## src/rtl/br_pkg.sv

```systemverilog
`timescale 1ns/1ps
package br_pkg;
  typedef enum logic [1:0] {
    BR_NONE = 2'b00,
    BR_EQZ  = 2'b01,
    BR_NEZ  = 2'b10,
    BR_RSVD = 2'b11
  } brKind_e;

  // control -> datapath strobes
  typedef struct packed {
    logic redirect;
    logic hold;
  } brCtrl_t;

  // datapath -> control status
  typedef struct packed {
    logic regZero;
    logic producerHit;
  } brStat_t;
endpackage

```

## src/rtl/br_datapath.sv

```systemverilog
`timescale 1ns/1ps
module br_datapath
  import br_pkg::*;
#(
  parameter int AW = 32,
  parameter int DW = 32,
  parameter int OW = 16,
  parameter int RW = 5,
  parameter int INSN_BYTES = 4
) (
  input  logic [DW-1:0] idRegVal,
  input  logic [RW-1:0] idRegIdx,
  input  logic [AW-1:0] idPc,
  input  logic [OW-1:0] idOffset,
  input  logic [AW-1:0] fetchPcPlus4,
  input  logic          exWrEn,
  input  logic [RW-1:0] exWrIdx,
  input  brCtrl_t       ctrl,
  output brStat_t       stat,
  output logic [AW-1:0] nextPc
);
  localparam logic [AW-1:0] SLOT_STEP = AW'(INSN_BYTES);

  logic [AW-1:0] offExt;
  logic [AW-1:0] slotPc;
  logic [AW-1:0] targetPc;

  generate
    if (OW < AW) begin : g_sext
      assign offExt = {{(AW-OW){idOffset[OW-1]}}, idOffset};
    end else begin : g_trunc
      assign offExt = idOffset[AW-1:0];
    end
  endgenerate

  assign slotPc   = idPc + SLOT_STEP;
  assign targetPc = slotPc + offExt;

  always_comb begin
    stat.regZero     = (idRegVal == '0);
    stat.producerHit = exWrEn && (exWrIdx == idRegIdx);
  end

  always_comb begin
    if (ctrl.redirect && !ctrl.hold) nextPc = targetPc;
    else                             nextPc = fetchPcPlus4;
  end
endmodule

```

## src/rtl/br_control.sv

```systemverilog
`timescale 1ns/1ps
module br_control
  import br_pkg::*;
(
  input  logic       clk,
  input  logic       rst_n,
  input  logic       idValid,
  input  logic [1:0] idBrType,
  input  logic       idCancel,
  input  logic       idPredict,
  input  brStat_t    stat,
  output brCtrl_t    ctrl,
  output logic       taken,
  output logic       stall,
  output logic       squashSlot
);
  brKind_e kind;
  logic    isBranch;
  logic    condMet;
  logic    squashNext;

  assign kind = brKind_e'(idBrType);

  always_comb begin
    isBranch = idValid && !squashSlot && ((kind == BR_EQZ) || (kind == BR_NEZ));
    condMet  = (kind == BR_EQZ) ? stat.regZero : !stat.regZero;
    stall    = isBranch && stat.producerHit;
    taken    = isBranch && !stall && condMet;
    squashNext = isBranch && !stall && idCancel && (condMet != idPredict);
    ctrl.redirect = taken;
    ctrl.hold     = stall;
  end

  // squash flag follows the branch into the slot's decode cycle
  always_ff @(posedge clk or negedge rst_n) begin
    if (!rst_n)      squashSlot <= 1'b0;
    else if (!stall) squashSlot <= squashNext;
  end
endmodule

```

## src/rtl/branch_resolver.sv

```systemverilog
`timescale 1ns/1ps
module branch_resolver
  import br_pkg::*;
#(
  parameter int AW = 32,
  parameter int DW = 32,
  parameter int OW = 16,
  parameter int RW = 5,
  parameter int INSN_BYTES = 4
) (
  input  logic          clk,
  input  logic          rst_n,
  input  logic          idValid,
  input  logic [1:0]    idBrType,
  input  logic          idCancel,
  input  logic          idPredict,
  input  logic [DW-1:0] idRegVal,
  input  logic [RW-1:0] idRegIdx,
  input  logic [AW-1:0] idPc,
  input  logic [OW-1:0] idOffset,
  input  logic [AW-1:0] fetchPcPlus4,
  input  logic          exWrEn,
  input  logic [RW-1:0] exWrIdx,
  output logic [AW-1:0] nextPc,
  output logic          taken,
  output logic          stall,
  output logic          squashSlot
);
  brCtrl_t ctrl;
  brStat_t stat;

  br_control u_ctl (
    .clk(clk), .rst_n(rst_n), .idValid(idValid), .idBrType(idBrType),
    .idCancel(idCancel), .idPredict(idPredict), .stat(stat), .ctrl(ctrl),
    .taken(taken), .stall(stall), .squashSlot(squashSlot)
  );

  br_datapath #(.AW(AW), .DW(DW), .OW(OW), .RW(RW), .INSN_BYTES(INSN_BYTES)) u_dp (
    .idRegVal(idRegVal), .idRegIdx(idRegIdx), .idPc(idPc), .idOffset(idOffset),
    .fetchPcPlus4(fetchPcPlus4), .exWrEn(exWrEn), .exWrIdx(exWrIdx),
    .ctrl(ctrl), .stat(stat), .nextPc(nextPc)
  );
endmodule

```

## config.mk

```make
export PLATFORM = sky130hd
export DESIGN_NAME = branch_resolver
export DESIGN_NICKNAME = d
export VERILOG_FILES = /design/src/rtl/br_pkg.sv /design/src/rtl/br_datapath.sv /design/src/rtl/br_control.sv /design/src/rtl/branch_resolver.sv
export SDC_FILE = /design/constraint.sdc
export NUM_CORES = 1
export LEC_CHECK = 0
export ABC_CLOCK_PERIOD_IN_PS = 5700
export BUFFER_PORTS_ARGS = -buffer_cell sky130_fd_sc_hd__buf_2
export CORE_MARGIN = 2
export CORE_UTILIZATION = 30
export CTS_CLUSTER_DIAMETER = 80
export CTS_CLUSTER_SIZE = 30
export DETAILED_ROUTE_END_ITERATION = 10
export GPL_TIMING_DRIVEN = 0
export PLACE_DENSITY = 0.65
export SETUP_SLACK_MARGIN = 0.15
export SKIP_CTS_REPAIR_TIMING = 1
export SLEW_MARGIN = 20
export SYNTH_ARGS = -nofsm -noshare
export SYNTH_HDL_FRONTEND = slang
export SYNTH_SLANG_ARGS = --single-unit
```

## constraint.sdc

```tcl
create_clock -name clk -period 5.7 [get_ports clk]
set_input_delay 0 -clock clk [delete_from_list [all_inputs] [get_ports clk]]
set_output_delay 0 -clock clk [all_outputs]
set_load 0.03 [all_outputs]
```

Yosys cells after proc, flatten, opt, wreduce, memory -nomap -nowiden:

Cells that the tools add are included.

* add/sub/neg operators: 2
* multiply operators: 0
* div/mod/pow operators: 0
* $lt $le $gt $ge: 0
* eq/ne operators: 4
* shift-type cells: 0
* muxes and demuxes: 2
* bitwise gates (word level): 0
* reductions and logical operators: 14

Operators by type and width (number)
* 32-bit by 3-bit adder with 32-bit output, second input constant: 1
* 32-bit adder: 1
* 32-bit zero test: 1
* 32-bit 2-to-1 mux: 1
* 1-bit logical AND: 9
* 5-bit equality test: 1
* 1-bit zero test: 3
* 2-bit by 1-bit equality test with 1-bit output, second input constant: 1
* 2-bit equality test, second input constant: 1
* 1-bit logical OR: 1
* 1-bit 2-to-1 mux: 1
* 1-bit != test: 1

* flip-flop bits (word level): 1
* latch bits: 0
* memory bits (writable): 0
* memory bits (read-only): 0
* output and inout bits: 35
* word-level logic and storage cells: 23
* memories: 0

Depth between registers and ports, before layout:

Gate-level depths: netlist of run 1.

* depth in word-level cells: 9
* mapped depth: 12

Cells and area by module:

From an unflattened synthesis of run 1, not the netlist that was laid out.

* cells, all modules: 392
* area total of the unflattened synthesis: 2790.2 µm²

Modules (own cells, without submodules)
* br_datapath: times used 1, cells each 380, area each 2668.8 µm², sequential area each 0.0 µm²
* br_control: times used 1, cells each 12, area each 121.4 µm², sequential area each 25.0 µm²

Worst setup path after synthesis of run 1:

Ideal clock, no wire load.

* path type: input-to-output
* from: in idPc[1]
* to: out nextPc[25]
* arrival time: 2.678 ns
* data required time: 5.700 ns
* setup slack: 3.022 ns
* stages: 12
* cell sequence: ha_1 > ha_1 > inv_1 > fa_1 > nor2b_1 > o31ai_2 > a211oi_2 > a211oi_2 > o21ai_4 > a31oi_4 > xor2_1 > o21ai_0

* longest elaborated chain between the ends: 3

Ends and longest elaborated chain
* start: declaration: line branch_resolver.sv:19 `input logic [AW-1:0] idPc,`
* 32-bit by 3-bit adder with 32-bit output: line br_datapath.sv:36 `assign slotPc = idPc + SLOT_STEP;`
* 32-bit adder: line br_datapath.sv:37 `assign targetPc = slotPc + offExt;`
* 32-bit 2-to-1 mux: line br_datapath.sv:45 `if (ctrl.redirect && !ctrl.hold) nextPc = targetPc;`
* end: declaration: line branch_resolver.sv:24 `output logic [AW-1:0] nextPc,`

No other way between the ends.

Worst setup path after layout of run 1:

* from: in idPc[2]
* to: out nextPc[28]

Same word-level chain as after synthesis.

==> out/metrics.cfg, run 1 <==
[outcome]
status = completed

[sta]
setup_viol = 0
hold_violations = 0
finalSetupTns_ns = 0
worst_slew_pin_slew_ns = 0.558
max_freq_mhz = 338
rsz0062_at_grt = false
slew_headroom_pct = 62.4
finClkSkew_ns = 0
slew_violations = 0
min_period_ns = 2.96
min_period_over_period_pct = 51.9

[drt]
drt_first_pass_iters = 4
wl_per_cell_um = 13.0
drt-initial-drc-count = 75
wl_mm = 8.15
drtAntennaViolNets = 0
drc = 0
via_count = 3213
viasPerCell = 5.11

[logic_synthesis]
seq_area_frac_synth_pct = 0.965
async_flop_share_pct = 100
yosys_register_bits = 1
syn-num-nets = 552
synth_area_per_cell_um2 = 7.22
yosysWarnings = 0
synth-edff-count = 0
synth_ff_type = dfrtp_1
syn_area_um2 = 2590
yosys.cell_types.count = 53
postSynthCellCount = 359

[setup_path]
cpMostUsedCell = o21ai_0
critical-path-slowest-cell = a21oi_1
reg2reg_depth = 2
crit_path_max_fanout = 4
critPathKind = in2out
critPathMaxStageDelay_ns = 0.36
start_kind = primary input
r2r_start = u_ctl.squashSlot
arrival_ns = 2.96
rr_endpoint = u_ctl.squashSlot
cp-end-kind = primary output
cpLargestDelayFamily = compound AO/OA/AOI/OAI gates
worst-r2r-setup-slack_ns = 4.76
critPathBufInv = 4
crit_required_ns = 5.70
path_cells = buf_2, inv_1, ha_1, inv_1, ha_1, a211oi_1, o21bai_1, a21oi_1, o21ai_0, a21oi_1, o21ai_0, xnor2_1, o21ai_0, buf_2

[die]
io-pin-count = 165
die_h_um = 97.0
initial_core_util_pct = 31.2
die_area_um2 = 9400
die_w_um = 97.0
rows = 33
design.core.area_um2 = 8300

[layout]
stdcell_area_um2 = 3550
areaGrowthSynthToFinish_pct = 37.1
diodes = 0
drive_gt1_share_pct = 35.3
largest_reg_flops = 1
final_cell_mix = 170 x buf_2, 62 x ha_1, 51 x nand2_1
reg.largest.list = u_ctl.squashSlot: 1 flops
final_common_cell = buf_2
top_register = u_ctl.squashSlot
fin_util_pct = 42.8
fin_nets = 719

[global_routing]
antenna_found_initial = 0
grt_pass1_vias = 3148
track_usage_pct = 16.8
grt_max_degree = 18
grt_pass1_wl_mm = 14.0
overflow = 0

[pwr]
worst_ir_drop_vdd_v = 0.0000532
p_comb_share_pct = 98.3
power_density_nw_per_um2 = 128
power_frac_seq_pct = 1.7
p_clk_share_pct = 0
p_sw_w = 0.000268
p_int_w = 0.000188
p_leak_nw = 1.95
swShare_pct = 58.9

[min_path]
min_delay_path_depth = 2
hp-start = idCancel
hp-class = in2reg
whs_endpoint = u_ctl.squashSlot

[placement]
place.gp.congestion = 0.859
port-buffer-count = 164
dpl-instance-area_um2 = 3540
hpwl_mm = 7.07

[clock_tree]
clk_pin_slew_ns = 0
worstSkewPairLatency_ns = 0

[flow_run]
cap_violations = 0

## area by class of cell
class                      count  area (um^2)
sequential                     1         25.0
tap                          105          131
timing repair buffer         165          831
multi-input combinational    325         2430
inverter                      19         71.3
buffer                        14         67.6
fill                         916         4740
## kinds of logic (layout without fill, tap and decap cells)
| group | after synthesis | count (layout) | share of synthesized area (%) |
|---|---|---|---|
| buffers and inverters | 33 | 198 | 5.36 |
| multiplexers | 2 | 2 | 0.820 |
| AND/OR/NAND/NOR | 113 | 113 | 21.6 |
| AO/OA/AOI/OAI | 114 | 114 | 29.4 |
| adder cells (fa/ha/maj) | 63 | 63 | 30.7 |
| XOR/XNOR | 33 | 33 | 11.1 |
| flip-flops | 1 | 1 | 0.965 |
## worst max path at each step
stage            endpoint  cells after the start     from  slack (ns)
2_1_floorplan  nextPc[25]                     12  idPc[1]        3.02
3_3_place_gp   nextPc[27]                     14  idPc[1]        2.75
3_5_place_dp   nextPc[27]                     14  idPc[1]        2.76
4_1_cts        nextPc[27]                     14  idPc[1]        2.75
5_1_grt        nextPc[27]                     14  idPc[1]        2.51
6_report       nextPc[28]                     14  idPc[2]        2.74
## per-layer routing
| metal | vias to the layer above | part of all wire, % | global-route usage, % |
|---|---|---|---|
| met1 | 1442 | 46 | 23.2 |
| met3 | 5 | 6.2 | 1.08 |
| met2 | 106 | 47 | 29.6 |
| met5 | - | 0 | 0 |
| li1 | 1660 | - | - |
| met4 | 0 | 0.52 | 1.63 |
## metrics by stage
step / hold slack [ns] / std cells / power, W / setup WS, ns
after floorplan: -0.296 / 359 / 0.000320 / 3.02
after global placement: -0.226 / 628 / 0.000450 / 2.75
after detailed placement: -0.225 / 628 / 0.000453 / 2.76
after CTS: -0.225 / 628 / 0.000457 / 2.75
after global routing: 0.297 / 629 / 0.000509 / 2.51
final: 0.261 / 629 / 0.000456 / 2.74
## power groups by stage
stage / logic (W) / clock network, W / registers [W]
after floorplan: 0.000312 / 0 / 0.00000824
after detailed placement: 0.000446 / 0 / 0.00000775
final: 0.000448 / 0 / 0.00000777
after global placement: 0.000442 / 0 / 0.00000775
after global routing: 0.000501 / 0 / 0.00000784
after CTS: 0.000449 / 0 / 0.00000776
## synth_stat cells (3+ instances only)
library cell	number	share of area (%)
ha_1	62	30
nand2_1	51	7.4
o21ai_0	39	7.5
a21oi_1	22	4.2
inv_1	19	2.8
xor2_1	18	6.1
a21o_1	15	4.3
xnor2_1	15	5.1
nor4_1	10	2.4
nand3_1	9	1.7
nand4_1	9	2.2
nor2_1	9	1.3
buf_2	6	1.2
and3_1	5	1.2
clkbuf_1	5	0.72
o21bai_1	5	1.4
o21a_1	4	1.2
a211oi_1	3	0.87
a211oi_2	3	1.4
nand2b_1	3	0.72
nor2b_1	3	0.72
(Power assumes the default switching activity.)
==> run 2, diff against run 1 <==
Settings changed: ABC_CLOCK_PERIOD_IN_PS 5700 to 2500, PLACE_DENSITY 0.65 to 0.67.
Clock period 5.7 ns to 2.5 ns, I/O delays scaled along.
==> run 2 against run 1 <==
  * The flow now finishes with violations (negative setup slack)
  * Clock skew stayed put
  * Setup slack worse by 2.8 ns
  * Via count is 5.7% higher
  * Routed wire length increased by 18%
  * Sequential cell count unchanged
  * Largest power group unchanged
  * Global-route usage rose by 0.12 points
  * Cell count rose by 3.3%
  * Critical path depth shrank 2
  * Largest cell class unchanged
  * Critical endpoint is now nextPc[29]
  * Power increased to 3.1 times the previous value
  * Cell area rose by 24%
==> out/metrics.cfg, run 2 (synthesized netlist as in run 1, its figures left out) <==
[setup_path]
path_cells = buf_2, ha_1, ha_2, and3_1, nand4_1, a211oi_4, a211oi_4, o21ai_4, a31oi_4, or4_1, nand4_1, buf_6
cp-end-kind = primary output
critical-path-slowest-cell = or4_1
start_kind = primary input
critPathMaxStageDelay_ns = 0.40  ; +0.04 ns
arrival_ns = 2.59  ; -0.37 ns
cpLargestDelayFamily = simple AND/OR/NAND/NOR gates
critPathKind = in2out
critPathBufInv = 2  ; -2
crit_path_max_fanout = 6  ; +2
crit_required_ns = 2.50  ; -3.20 ns

[sta]
min_period_ns = 2.59
rsz0062_at_grt = true
hold_violations = 0  ; unchanged
whs_ns = 0.256  ; -0.00538 ns
finClkSkew_ns = 0  ; unchanged
setup_ws_ns = -0.0852  ; -2.83 ns
worst_slew_pin_slew_ns = 0.640  ; +0.0819 ns
slew_headroom_pct = 57.3  ; -5.1 points
slew_violations = 0  ; unchanged
max_freq_mhz = 387
setup_viol = 4  ; +4
min_period_over_period_pct = 103

[pwr]
p_sw_w = 0.000758  ; +180%
power_density_nw_per_um2 = 317  ; +150%
p_clk_share_pct = 0  ; unchanged
p_leak_nw = 2.16  ; +10%
swShare_pct = 54.2  ; -4.6 points
p_comb_share_pct = 98.7  ; +0.4 points
worst_ir_drop_vdd_v = 0.000158  ; +200%
power_w = 0.00140  ; +210%
power_frac_seq_pct = 1.3  ; -0.4 points
p_int_w = 0.000640  ; +240%

[placement]
port-buffer-count = 164  ; unchanged
hpwl_mm = 7.33  ; +3.6%
place_ws_ns = -0.466  ; -3.23 ns
place.gp.congestion = 0.809  ; -5.8%
place_inst = 628  ; unchanged

[min_path]
hp-class = in2reg

[global_routing]
grt_pass1_vias = 3187  ; +1.2%
grt_max_degree = 18  ; unchanged
antenna_found_initial = 0  ; unchanged
track_usage_pct = 16.9  ; +0.12 points
overflow = 0  ; unchanged
grt_pass1_wl_mm = 13.9  ; -1.0%

[layout]
reg.largest.list = u_ctl.squashSlot: 1 flops
final_common_cell = buf_2
instances_no_fill = 650  ; +3.3%
top_register = u_ctl.squashSlot
largest_reg_flops = 1  ; unchanged
areaGrowthSynthToFinish_pct = 69.9
final_cell_mix = 148 x buf_2, 48 x nand2_1, 35 x ha_1
fill_cells = 817  ; -11%
fin_util_pct = 53.1  ; +10 points
diodes = 0  ; unchanged
drive_gt1_share_pct = 51.2  ; +16 points
fin_nets = 740  ; +2.9%

[flow_run]
cap_violations = 0  ; unchanged

[die]
die_h_um = 97.0  ; unchanged
rows = 33  ; unchanged
initial_core_util_pct = 31.2  ; unchanged
die_area_um2 = 9400  ; unchanged
io-pin-count = 165  ; unchanged
design.core.area_um2 = 8300  ; unchanged
die_w_um = 97.0  ; unchanged

[outcome]
status = complete, but fails checks
violations = negative setup slack

[clock_tree]
clk_pin_slew_ns = 0  ; unchanged
worstSkewPairLatency_ns = 0  ; unchanged

[drt]
wl_per_cell_um = 14.8  ; +14%
wl_mm = 9.63  ; +18%
via_count = 3396  ; +5.7%
drtAntennaViolNets = 0  ; unchanged
drt_first_pass_iters = 4  ; unchanged
viasPerCell = 5.22  ; +2.3%
drc = 0  ; unchanged
drt-initial-drc-count = 125  ; +67%

-- run 2: cell count changes in the layout (fill, tap and decap cells not counted), moves of 5 or more --
cell	change
a21oi_1	-7
buf_2	-22
buf_4	+23
buf_6	+17
ha_1	-27
ha_4	+23
inv_1	-5
o21ai_0	-16
o21ai_1	+8
o21ai_2	+7
-- run 2: metal layers --
layer	GRT usage, %	share of wire (%)
met1	21.9	42
met2	31.5	51
met3	1.81	5.8
met4	1.08	0.96
met5	0	0
-- run 2: metrics by stage --
step,setup TNS (ns),instance area [um^2]
after global routing,-0.528,4410
after global placement,-2.83,3570
after detailed placement,-3.35,3570
after floorplan,0,2620
final,-0.130,4410
after CTS,-3.45,3570
-- run 2: final timing paths --
kind,startpoint,end,slack (ns),cells past startpoint
max,idPc[12],nextPc[29],-0.09,12
max reg2reg,u_ctl.squashSlot,u_ctl.squashSlot,1.60,2
max in group asynchronous,rst_n,u_ctl.squashSlot,2.09,2
min in group asynchronous,rst_n,u_ctl.squashSlot,0.33,2
min reg2reg,u_ctl.squashSlot,u_ctl.squashSlot,0.80,2
min,idCancel,u_ctl.squashSlot,0.26,2
-- run 2: final cells by class --
cell class                      count  area (um^2)  area share (%)
Inverter                           19         76.3            1.73
Timing Repair Buffer              186         1100            24.9
Buffer                             14         93.8            2.13
Tap cell                          105          131            2.98
Sequential cell                     1         25.0           0.568
Multi-Input combinational cell    325         2980            67.7
-- run 2: worst register-to-register path, cell delays in order (launching register included) --
cell and delay, ns:
dfrtp_1 0.37, and4bb_2 0.30, and3_1 0.16
-- run 2: power groups by stage --
stage               sequential, W  combinational (W)  clock, W
finish                  0.0000176            0.00138         0
global route            0.0000177            0.00149         0
CTS                     0.0000176            0.00106         0
detailed placement      0.0000176            0.00105         0
global placement        0.0000175            0.00104         0
floorplan               0.0000188           0.000731         0
